File: src/rtl/msgbus_rx_pkg.sv
package msgbus_rx_pkg;

    typedef enum logic [1:0] {
        ST_IDLE  = 2'd0,   // waiting for a header
        ST_RECV  = 2'd1,   // addressed, taking payload
        ST_SKIP  = 2'd2,   // not addressed or frame finished
        ST_ABORT = 2'd3    // reception cancelled
    } rx_state_e;

    typedef enum logic [1:0] {
        END_OK    = 2'b00,
        END_TRUNC = 2'b01,
        END_ABORT = 2'b10
    } end_code_e;

    localparam int KIND_W = 8;
    localparam logic [KIND_W-1:0] KIND_FRAME = 8'h01;
    localparam logic [KIND_W-1:0] KIND_CMD   = 8'h02;

endpackage

File: src/rtl/msgbus_rx_hdr.sv
module msgbus_rx_hdr
    import msgbus_rx_pkg::*;
#(
    parameter int MAP_W    = 8,
    parameter int PORT_SEL = 3
) (
    input  logic [KIND_W-1:0] kind,
    input  logic [MAP_W-1:0]  dest_map,
    output logic              hit,
    output logic              is_frame
);
    logic known;

    always_comb begin
        is_frame = (kind == KIND_FRAME);
        known    = is_frame || (kind == KIND_CMD);
        hit      = known && dest_map[PORT_SEL];
    end

endmodule

File: src/rtl/msgbus_rx_fsm.sv
module msgbus_rx_fsm
    import msgbus_rx_pkg::*;
(
    input  logic      clk,
    input  logic      rst_n,
    input  logic      env_n,
    input  logic      irdy,
    input  logic      eof_n,
    input  logic      buf_full,
    input  logic      hdr_hit,
    input  logic      hdr_frame,
    output rx_state_e nxt,
    output logic      ev_word,
    output logic      ev_first,
    output logic      ev_last,
    output logic      ev_close,
    output logic      ev_abort,
    output end_code_e close_code
);
    rx_state_e state_q;
    logic      frame_q;
    logic      first_q;
    logic      ev_hdr;
    logic      take;

    always_comb begin
        nxt      = state_q;
        ev_hdr   = 1'b0;
        ev_word  = 1'b0;
        ev_last  = 1'b0;
        ev_close = 1'b0;
        ev_abort = 1'b0;
        take     = !env_n && irdy;
        unique case (state_q)
            ST_IDLE: begin
                if (take) begin
                    if (hdr_hit) begin
                        nxt    = ST_RECV;
                        ev_hdr = 1'b1;
                    end else begin
                        nxt = ST_SKIP;
                    end
                end
            end
            ST_RECV: begin
                if (env_n) begin
                    nxt      = ST_IDLE;
                    ev_close = 1'b1;
                end else if (irdy) begin
                    if (buf_full) begin
                        nxt      = ST_ABORT;
                        ev_abort = 1'b1;
                    end else begin
                        ev_word = 1'b1;
                        if (frame_q && !eof_n) begin
                            ev_last = 1'b1;
                            nxt     = ST_SKIP;
                        end
                    end
                end
            end
            ST_SKIP, ST_ABORT: begin
                if (env_n) nxt = ST_IDLE;
            end
            default: nxt = ST_IDLE;
        endcase
        ev_first   = ev_word && first_q;
        close_code = frame_q ? END_TRUNC : END_OK;
    end

    always_ff @(posedge clk) begin
        if (!rst_n) begin
            state_q <= ST_IDLE;
            frame_q <= 1'b0;
            first_q <= 1'b0;
        end else begin
            state_q <= nxt;
            if (ev_hdr) begin
                frame_q <= hdr_frame;
                first_q <= 1'b1;
            end else if (ev_word) begin
                first_q <= 1'b0;
            end
        end
    end

endmodule

File: src/rtl/msgbus_rx_out.sv
module msgbus_rx_out
    import msgbus_rx_pkg::*;
#(
    parameter int DATA_W = 32
) (
    input  logic              clk,
    input  logic              rst_n,
    input  logic [DATA_W-1:0] bus_data,
    input  rx_state_e         nxt,
    input  logic              ev_word,
    input  logic              ev_first,
    input  logic              ev_last,
    input  logic              ev_close,
    input  logic              ev_abort,
    input  end_code_e         close_code,
    output logic              abort_n,
    output logic              out_valid,
    output logic              out_sop,
    output logic              out_eop,
    output logic [DATA_W-1:0] out_word,
    output logic [DATA_W-1:0] stat_word,
    output logic              done_valid,
    output logic [1:0]        done_code
);
    always_ff @(posedge clk) begin
        if (!rst_n) begin
            abort_n    <= 1'b1;
            out_valid  <= 1'b0;
            out_sop    <= 1'b0;
            out_eop    <= 1'b0;
            out_word   <= '0;
            stat_word  <= '0;
            done_valid <= 1'b0;
            done_code  <= END_OK;
        end else begin
            abort_n    <= (nxt != ST_ABORT);
            out_valid  <= ev_word;
            out_sop    <= ev_first;
            out_eop    <= ev_last;
            done_valid <= ev_last || ev_close || ev_abort;
            if (ev_word) out_word  <= bus_data;
            if (ev_last) stat_word <= bus_data;
            if (ev_abort)      done_code <= END_ABORT;
            else if (ev_close) done_code <= close_code;
            else if (ev_last)  done_code <= END_OK;
        end
    end

endmodule

File: src/rtl/msgbus_rx.sv
module msgbus_rx
    import msgbus_rx_pkg::*;
#(
    parameter int DATA_W   = 32,
    parameter int MAP_W    = 8,
    parameter int PORT_SEL = 3
) (
    input  logic              clk,
    input  logic              rst_n,
    input  logic [DATA_W-1:0] bus_data,
    input  logic              env_n,
    input  logic              irdy,
    input  logic              eof_n,
    input  logic              buf_full,
    output logic              abort_n,
    output logic              out_valid,
    output logic              out_sop,
    output logic              out_eop,
    output logic [DATA_W-1:0] out_word,
    output logic [DATA_W-1:0] stat_word,
    output logic              done_valid,
    output logic [1:0]        done_code
);
    localparam int KIND_LSB = DATA_W - KIND_W;

    logic      hdr_hit, hdr_frame;
    rx_state_e nxt;
    logic      ev_word, ev_first, ev_last, ev_close, ev_abort;
    end_code_e close_code;

    msgbus_rx_hdr #(.MAP_W(MAP_W), .PORT_SEL(PORT_SEL)) u_hdr (
        .kind     (bus_data[DATA_W-1:KIND_LSB]),
        .dest_map (bus_data[MAP_W-1:0]),
        .hit      (hdr_hit),
        .is_frame (hdr_frame)
    );

    msgbus_rx_fsm u_fsm (
        .clk        (clk),
        .rst_n      (rst_n),
        .env_n      (env_n),
        .irdy       (irdy),
        .eof_n      (eof_n),
        .buf_full   (buf_full),
        .hdr_hit    (hdr_hit),
        .hdr_frame  (hdr_frame),
        .nxt        (nxt),
        .ev_word    (ev_word),
        .ev_first   (ev_first),
        .ev_last    (ev_last),
        .ev_close   (ev_close),
        .ev_abort   (ev_abort),
        .close_code (close_code)
    );

    msgbus_rx_out #(.DATA_W(DATA_W)) u_out (
        .clk        (clk),
        .rst_n      (rst_n),
        .bus_data   (bus_data),
        .nxt        (nxt),
        .ev_word    (ev_word),
        .ev_first   (ev_first),
        .ev_last    (ev_last),
        .ev_close   (ev_close),
        .ev_abort   (ev_abort),
        .close_code (close_code),
        .abort_n    (abort_n),
        .out_valid  (out_valid),
        .out_sop    (out_sop),
        .out_eop    (out_eop),
        .out_word   (out_word),
        .stat_word  (stat_word),
        .done_valid (done_valid),
        .done_code  (done_code)
    );

endmodule

File: config.mk
export PLATFORM = sky130hd
export DESIGN_NAME = msgbus_rx
export DESIGN_NICKNAME = d
export VERILOG_FILES = /design/src/rtl/msgbus_rx_pkg.sv /design/src/rtl/msgbus_rx_hdr.sv /design/src/rtl/msgbus_rx_fsm.sv /design/src/rtl/msgbus_rx_out.sv /design/src/rtl/msgbus_rx.sv
export SDC_FILE = /design/constraint.sdc
export NUM_CORES = 1
export LEC_CHECK = 0
export BUFFER_PORTS_ARGS = -buffer_cell sky130_fd_sc_hd__buf_4
export CORE_ASPECT_RATIO = 0.7
export CORE_MARGIN = 5
export CORE_UTILIZATION = 49
export CTS_CLUSTER_DIAMETER = 120
export DETAILED_ROUTE_END_ITERATION = 16
export PLACE_DENSITY = 0.76
export SYNTH_ARGS = -nofsm -noshare
export SYNTH_HDL_FRONTEND = slang
export SYNTH_HIERARCHICAL = 1
export SYNTH_SLANG_ARGS = --single-unit
File: constraint.sdc
create_clock -name clk -period 2.2 [get_ports clk]
set_clock_uncertainty 0.15 [all_clocks]
set_input_delay 0.11 -clock clk [delete_from_list [all_inputs] [get_ports clk]]
set_output_delay 0.11 -clock clk [all_outputs]
set_load 0.02 [all_outputs]
Word level (Yosys, flattened, before mapping):

Cells that the tools add are included.

* bits in registers: 75
* input bits: 38
* output and inout port bits: 71
* logic and storage cells: 66

* equal/unequal tests: 6
* multiplexer cells: 32
* bitwise logic cells: 1
* reduce and logical (&&, ||, !) cells: 15

Operators by type and width (number)
* 2-to-1 mux 1 bit: 21
* 2-to-1 mux 2 bit: 10
* equality test 8 x 1 -> 1 bit, second input constant: 1
* equality test 8 x 2 -> 1 bit, second input constant: 1
* one-hot mux 2 bit (3 select lines): 1
* equality test 2 bit, second input constant: 2
* logical AND 1 bit: 4
* nonzero test 2 bit: 2
* OR reduction 2 bit: 2
* logical OR 1 bit: 3
* nonzero test 3 bit: 1
* equality test 2 x 1 -> 1 bit, second input constant: 1
* zero test 1 bit: 2
* zero test 2 bit: 1
* != test 2 bit, second input constant: 1
* inverter 1 bit: 1

Longest topological paths before layout:

Gate-level depths: netlist of run 1.

* depth in word-level cells: 10
* mapped depth: 7
* mapped depth without buffers: 6

Cells and area by module:

The synthesis of run 1 kept the hierarchy.

By module, submodules not included
* msgbus_rx_out: times used 1, cells each 226, area each 2637.5 um^2, sequential area each 1421.4 um^2
* msgbus_rx_fsm: times used 1, cells each 31, area each 277.8 um^2, sequential area each 80.1 um^2
* msgbus_rx_hdr: times used 1, cells each 6, area each 55.1 um^2, sequential area each 0.0 um^2

Worst setup path after synthesis of run 1:

Ideal clock, no wire load.

* path kind: register -> register
* start: reg u_fsm.state_q[1]
* end: reg u_out.done_valid
* arrival: 1446 ps
* required time: 1930 ps
* slack: 485 ps
* cell stages (with the launch flop): 7
* path buffers: 2
* cells stage by stage: dfxtp_1 and4bb_1 nor2b_4 and2_1 buf_6 buf_4 o31a_1

* cells in the longest elaborated chain, start to end: 4

RTL lines
* start: declaration: line msgbus_rx_fsm.sv:20 `rx_state_e state_q;`
* start signal: assignment: line msgbus_rx_fsm.sv:77 `state_q <= nxt;`
* equality test 2 x 1 -> 1 bit: line msgbus_rx_fsm.sv:34 `unique case (state_q)`
* 2-to-1 mux 1 bit: line msgbus_rx_fsm.sv:34
* via ev_last: line msgbus_rx.sv:28 `logic ev_word, ev_first, ev_last, ev_close, ev_abort;`
* logical OR 1 bit (2 in series): line msgbus_rx_out.sv:40 `done_valid <= ev_last || ev_close || ev_abort;`
* end signal: assignment: line msgbus_rx_out.sv:40
* end: declaration: line msgbus_rx_out.sv:22 `output logic done_valid,`

The timed path passes the listed nets, and every way through them passes these cells.
A chain may end at the register's enable or synchronous reset.

Worst setup path after layout of run 1:

* start: in bus_data[29]
* end: reg u_out.abort_n

* cells in the longest elaborated chain, start to end: 7

RTL lines
* start: declaration: line msgbus_rx.sv:10 `input logic [DATA_W-1:0] bus_data,`
* equality test 8 x 1 -> 1 bit or equality test 8 x 2 -> 1 bit (tied branches): line msgbus_rx_hdr.sv:15, msgbus_rx_hdr.sv:16
* logical OR 1 bit (*): line msgbus_rx_hdr.sv:16 `known = is_frame || (kind == KIND_CMD);`
* logical AND 1 bit (*): line msgbus_rx_hdr.sv:17 `hit = known && dest_map[PORT_SEL];`
* via hdr_hit: line msgbus_rx.sv:26 `logic hdr_hit, hdr_frame;`
* 2-to-1 mux 2 bit (*): line msgbus_rx_fsm.sv:37 `if (hdr_hit) begin`
* 2-to-1 mux 2 bit (*): line msgbus_rx_fsm.sv:36 `if (take) begin`
* one-hot mux 2 bit (3 select lines) (*): line msgbus_rx_fsm.sv:34
* via nxt[0]: line msgbus_rx.sv:27 `rx_state_e nxt;`
* != test 2 bit (*): line msgbus_rx_out.sv:36 `abort_n <= (nxt != ST_ABORT);`
* end signal: assignment: line msgbus_rx_out.sv:36
* end: declaration: line msgbus_rx_out.sv:16 `output logic abort_n,`

The timed path passes the listed nets; every way through them passes the cells marked *.

==> qor.txt, run 1 <==
Clock Power Share - 45.2%
Die ar. - 0.00774 mm2
Synth Area in Compound Gates - 2.15%
Critical-path maximum fanout - 3
Antenna violations before repair - 0
Ys flop type - dfxtp_1
Cell Chain, Critical Path - dlygate4sd3_1 > buf_4 > or4_4 > and4bb_2 > and3b_2 > o2bb2ai_1 > nor2_1 > nand3_1
Mean area per synthesized cell - 11.3 um2
Worst IR drop on VDD - 413 uV
Clock Tree Buf Depth - 2
Crit Path Category - in -> reg
CTS root buffer - clkbuf_8
Worst skew pair latency - 330 ps
Final setup margin - 149 ps
Final period util - 93.2%
TNS Setup - 0 ps
N_diodes - 0
# DRC - 0
RSZ-0062 raised after global routing - false
WP data arrival - 2090 ps
Hold/Removal Path Class - in -> reg
Post-Synth Adder-Cell Area - 0%
Setup bufs post-CTS - 0
CTS Buf Count - 9
Switching Fraction - 19.0%
Flop pwr share - 49.0%
RR Startpoint - u_fsm/state_q[1]
Most common library cells after synthesis - dfxtp_1, mux2i_1, nor2b_1, buf_4, clkbuf_1
DIE HEIGHT - 75.1 um
Max-capacitance violation count - 0
IO buf count - 108
Pin count of the biggest net entering global routing - 78
Yosys synthesis warning count - 6
Post-synth top area cell - dfxtp_1
Relative slew slack - 60.1%
Layout cells sized above 1 - 33.0%
Drt pass-1 iters - 4
Io pins - 109
Final net count - 440
Post-Synth XOR/XNOR Area - 0.295%
Largest family of logic cells by synthesized area - multiplexers
Antenna Violating Nets Remaining - 0
CP endpoint - u_out/abort_n
LEAKAGE - 1.70 nW
Avg WL per Cell - 14.5 um
Slowest CP cell - or4_4
Max Slew Vio Count - 0
First-pass GRT wire length - 11,100 um
Worst slew pin tran - 599 ps
Reg2reg path depth - 6
Row count - 23
Final hold violation count - 0
Drt total wl - 6980 um
Syn nets - 301
Synth area leaders - dfxtp_1, mux2i_1, nor2b_1, buf_4, buf_6
Die width - 103 um
DP Wirelength - 4600 um
Reg clk slew, reported paths - 70 ps
Ys async rst share - 0%
Most common cell in the netlist - dfxtp_1
Routability-driven placement congestion ratio - 0.836
Iteration-0 DRC Markers - 60
CP required - 2240 ps
Endpoint class of the critical path - flip-flop
P_sw - 0.527 mW
Final setup fails - 0
Vias per std cell - 4.73
Multiplexer area fraction after synthesis - 21.9%
Largest stage delay on the critical path - 540 ps
Cell-internal power - 2.24 mW
Post-synth EDFFs - 0
Hold-fix buffers, CTS - 33
Tmin final - 2050 ps
Via count - 2,273
Status - finished, final reports clean
Origin of the worst setup path - bus_data[29]
Post-Place Setup Slack - 279 ps
Worst R2R Setup Slack - 270 ps
Distinct cells, synth - 31
Top-area cell type share of the netlist area - 50.5%
TritonCTS clock tree - done
Initial Util - 51.1%
Post_cts resized - 0
GRT Util Overall - 18.3%
CTS Sinks - 75
Area grow syn2layout - 47.3%
Yosys reg bits - 75
Post-Synthesis Cells - 263
Number of global-route vias before repair - 2,266
Core ar. - 0.00581 mm2
Overflow after GRT - 0
Register area share after synthesis - 50.5%
Mapped cell area - 0.00297 mm2
Combinational Power Share - 5.8%
Design Power - 2.77 mW
Number of fill cells in the layout - 406
Critical path launch point type - input pin
Maximum clock frequency - 487 MHz
CTS H-Tree Depth - 3
Post-Synth Simple-Gate Area - 21.1%
Power per standard cell area - 633 mW/mm2
FF-to-FF End - u_out/stat_word[22]
logic make-up (layout without fill, tap and decap cells):
logic type / count (synthesis) / in the layout
AO/OA/AOI/OAI: 9 / 9
flip-flops: 75 / 75
AND/OR/NAND/NOR: 94 / 94
other: 1 / 1
buffers and inverters: 18 / 161
XOR/XNOR: 1 / 1
multiplexers: 65 / 65
state kept, by name (all words and copies together), names as in the netlist:
register,cells
u_fsm/first_q,1
u_fsm/frame_q,1
u_fsm/state_q,2
u_out/abort_n,1
u_out/done_code,2
u_out/done_valid,1
u_out/out_eop,1
u_out/out_sop,1
u_out/out_valid,1
u_out/out_word,32
u_out/stat_word,32
cell type report:
class	count	area (um2)	share of cell area, %
well taps	75	93.8	2.14
clock inverters	4	98.8	2.26
multi-input cells	170	1350	30.9
clock buffers	11	141	3.23
inverters	1	3.75	0.0858
repair buffers	145	1180	27.0
flip-flops and latches	75	1500	34.3
per-layer routing:
metal	wire length, um	global-route usage (%)
met1	3200	24.4
met2	3020	27.9
met3	692	7.04
met4	70	5.60
met5	0	0
how the worst min path moves through the flow:
stage                        start               end  slack (ps)  cells past startpoint
after floorplan              env_n  u_fsm/state_q[0]          40                      1
after global placement       env_n  u_fsm/state_q[0]         170                      2
after detailed placement     env_n  u_fsm/state_q[0]         170                      2
after CTS                 buf_full  u_out/done_valid          20                      3
after global routing      buf_full  u_out/done_valid          60                      3
final                     buf_full  u_out/done_valid          40                      3
power groups by stage:
stage,Combinational [mW],Clock (mW),Sequential [mW]
floorplan,0.0399,0,1.39
global placement,0.113,0,1.39
detailed placement,0.112,0,1.39
CTS,0.160,1.28,1.36
global route,0.173,1.34,1.36
finish,0.160,1.25,1.36
worst max-delay path: cells and delay by family:
family	cells	cell delay, ps
compound gates	1	80
buf+inv	2	670
simple gates	5	1220
metrics by stage:
step / utilization [%] / cell area (um2) / hold slack [ps] / instances
final: 75.3 / 4380 / 43.9 / 481
after global routing: 75.3 / 4380 / 59.0 / 481
after CTS: 75.3 / 4380 / 18.3 / 481
after detailed placement: 65.5 / 3810 / 173 / 433
after global placement: 65.5 / 3810 / 170 / 433
after floorplan: - / 2970 / 36.1 / 263
layout by cell type (no fill, tap or decap), types with 2 or more instances in the layout:
cell type / instances
dfxtp_1: 75
dlygate4sd3_1: 33
nor3b_1: 2
clkbuf_8: 10
mux2i_1: 65
buf_4: 111
and2_2: 2
a21boi_1: 2
o2bb2ai_1: 2
nand2_1: 5
and2_1: 4
nor2b_1: 65
a21oi_1: 2
and3b_2: 2
nor2_1: 3
or3b_1: 2
bufinv_16: 3
(Power assumes the default switching activity.)
==> run 2: changes to the inputs <==
--- a/config.mk
+++ b/config.mk
@@ -8,11 +8,10 @@
 export BUFFER_PORTS_ARGS = -buffer_cell sky130_fd_sc_hd__buf_4
 export CORE_ASPECT_RATIO = 0.7
 export CORE_MARGIN = 5
-export CORE_UTILIZATION = 49
+export CORE_UTILIZATION = 47
 export CTS_CLUSTER_DIAMETER = 120
 export DETAILED_ROUTE_END_ITERATION = 16
-export PLACE_DENSITY = 0.76
+export PLACE_DENSITY = 0.75
 export SYNTH_ARGS = -nofsm -noshare
 export SYNTH_HDL_FRONTEND = slang
-export SYNTH_HIERARCHICAL = 1
 export SYNTH_SLANG_ARGS = --single-unit
==> run 2 against run 1 <==
Compared with the run above: maximum frequency up 11%; count of clock-buffer cells in the layout up 1; largest cell class unchanged; routed wire length up 11%.
==> qor.txt, run 2 <==
N_diodes - 0 (unchanged)
Clock Tree Buf Depth - 2 (unchanged)
IO buf count - 108 (unchanged)
Pin count of the biggest net entering global routing - 29 (-63%)
Syn nets - 367 (+22%)
DP Wirelength - 5300 um (+15%)
Worst R2R Setup Slack - 540 ps (+270 ps)
RR Startpoint - u_fsm.state_q[0]
TNS Setup - 0 ps (unchanged)
Endpoint class of the critical path - flip-flop
Register area share after synthesis - 56.3% (+5.7 points)
Core ar. - 0.00561 mm2 (-3.5%)
Hold/Removal Path Class - in -> reg
Max-capacitance violation count - 0 (unchanged)
Biggest regs - u_out.out_word: 32 flops, u_out.stat_word: 32 flops
Crit Path Category - in -> reg
Most common library cells after synthesis - nand2_1, dfxtp_1, a21oi_1, clkbuf_1, buf_2
Yosys synthesis warning count - 0 (-6)
GR Util met2 - 34.5% (+6.7 points)
FF-to-FF End - u_out.stat_word[25]
Initial Util - 47.5% (-3.6 points)
Die ar. - 0.00731 mm2 (-5.7%)
# DRC - 0 (unchanged)
Dpl cell area - 0.00357 mm2 (-6.3%)
Distinct cells, synth - 28 (-9.7%)
Area grow syn2layout - 53.5%
LEAKAGE - 1.66 nW (-2.4%)
Final Cell Area - 0.00409 mm2 (-6.5%)
Maximum clock frequency - 543 MHz (+11%)
Via count - 2,684 (+18%)
First-pass GRT wire length - 12,500 um (+13%)
Most common cell in the netlist - nand2_1
Relative slew slack - 68.2% (+8.1 points)
CTS H-Tree Depth - 3 (unchanged)
Worst skew pair latency - 340 ps (about the same)
WP data arrival - 1970 ps (-120 ps)
Hold Crit Start - eof_n
Critical-path maximum fanout - 5 (+2)
Reg2reg path depth - 5 (-1)
Routability-driven placement congestion ratio - 0.811 (-3.0%)
GRT Util Overall - 21.7% (+3.3 points)
Yosys reg bits - 75 (unchanged)
Mean area per synthesized cell - 8.11 um2 (-28%)
Post-Synthesis Cells - 329 (+25%)
Setup bufs post-CTS - 0 (unchanged)
GR peak layer - met2
TritonCTS clock tree - done
Critical path launch point type - input pin
CTS Buf Count - 9 (unchanged)
Final hold violation count - 0 (unchanged)
Number of fill cells in the layout - 446 (+9.9%)
DIE HEIGHT - 73.0 um (-2.8%)
Drt total wl - 7740 um (+11%)
Drt pass-1 iters - 5 (+1)
Most common cell after layout, fill and taps aside - nand2_1
Synth area leaders - dfxtp_1, nand2_1, a21oi_1, clkbuf_1, buf_2
Overflow after GRT - 0 (unchanged)
Most frequent cells in the layout - nand2_1, buf_4, dfxtp_1
CTS root buffer - clkbuf_8
Avg WL per Cell - 14.0 um (-3.2%)
Power per standard cell area - 596 mW/mm2 (-5.9%)
M3 GR Usage - 8.60% (+1.6 points)
Worst slew pin tran - 476 ps (-123 ps)
Antenna violations before repair - 0 (unchanged)
Layout cells sized above 1 - 28.6% (-4.4 points)
Mapped cell area - 0.00267 mm2 (-10%)
Final setup fails - 0 (unchanged)
Iteration-0 DRC Markers - 87 (+45%)
Max Slew Vio Count - 0 (unchanged)
Antenna Violating Nets Remaining - 0 (unchanged)
Worst Hold Path Cells - 3 (unchanged)
Post-synth EDFFs - 0 (unchanged)
Multi-input combinational cell area - 0.00107 mm2 (-21%)
Tmin final - 1840 ps (-209 ps)
Io pins - 109 (unchanged)
CTS Sinks - 75 (unchanged)
Top-area cell type share of the netlist area - 56.3% (+5.7 points)
Ys async rst share - 0% (unchanged)
Final net count - 511 (+16%)
Status - finished, final reports clean
Worst IR drop on VDD - 426 uV (+3.1%)
Row count - 23 (unchanged)
Final period util - 83.8% (-9.5 points)
Die width - 100 um (-2.9%)
Post-synth top area cell - dfxtp_1
CP required - 2330 ps (+90 ps)
RSZ-0062 raised after global routing - false
Number of global-route vias before repair - 2,565 (+13%)
Hold Path End - u_out.out_eop
Sequential cell area - 0.00150 mm2 (unchanged)
Ys flop type - dfxtp_1
Vias per std cell - 4.87 (+3.1%)
Reg clk slew, reported paths - 70 ps (about the same)
M1 GR Usage - 27.5% (+3.1 points)
==> run 2: layout make-up <==
class / instances / area share, %
Inverter: 2 / 0.183
Clock inverter: 2 / 0.306
Timing Repair Buffer: 153 / 30.6
Clock buffer: 12 / 3.79
Sequential cell: 75 / 36.7
Multi-Input combinational cell: 232 / 26.2
Tap cell: 75 / 2.29
==> run 2: cells by family (layout without fill, tap and decap cells) <==
| family | after synthesis | after routing | synth area share [%] |
|---|---|---|---|
| compound gates | 76 | 76 | 14.9 |
| xor+xnor | 1 | 1 | 0.328 |
| buf+inv | 22 | 169 | 3.75 |
| flops | 75 | 75 | 56.3 |
| simple gates | 155 | 155 | 24.8 |
==> run 2: per-layer routing <==
layer  share of wire (%)  vias to the layer above  wire length [um]
met1                  44                     1215              3430
met5                   0                        -                 0
met2                  46                       92              3550
met4                0.89                        0                69
met3                 9.0                        9               695
li1                    -                     1368                 -
==> run 2: repair_timing <==
item,in CTS,in global routing
gates resized for setup,0,0
hold endpoints to repair,71,0
hold buffers,36,0
==> run 2: stage by stage <==
step / utilization [%] / std cells / total power [mW] / hold WS (ps) / setup WS, ps
after floorplan: - / 329 / 1.42 / 38.6 / 712
after CTS: 73.0 / 551 / 2.45 / 11.0 / 417
after detailed placement: 63.5 / 501 / 1.50 / 227 / 554
final: 73.0 / 551 / 2.44 / 30.5 / 357
after global placement: 63.5 / 501 / 1.50 / 219 / 625
after global routing: 73.0 / 551 / 2.53 / 26.2 / 319
==> run 2: worst max-delay path, cell delays in order <==
cell and delay (ps):
dlygate4sd3_1 560, buf_4 160, nor4_2 350, nand4_1 260, or3_1 400, a21oi_1 130
==> run 2: worst max path at each step <==
stage | from | to | slack [ps] | cells past startpoint
after floorplan | u_fsm.state_q[1] | u_fsm.frame_q | 710 | 4
after global placement | u_fsm.state_q[0] | u_out.stat_word[21] | 630 | 5
after detailed placement | u_fsm.state_q[0] | u_out.out_word[4] | 550 | 5
after CTS | bus_data[31] | u_fsm.frame_q | 420 | 6
after global routing | bus_data[31] | u_fsm.frame_q | 320 | 6
final | bus_data[31] | u_fsm.frame_q | 360 | 6
==> run 2: report_power, final <==
group / internal, mW / leakage (nW) / switching [mW]
Combinational: 0.0963 / 0.969 / 0.0676
Sequential: 1.36 / 0.604 / 0.000863
Clock: 0.457 / 0.0843 / 0.460
Total: 1.91 / 1.66 / 0.528
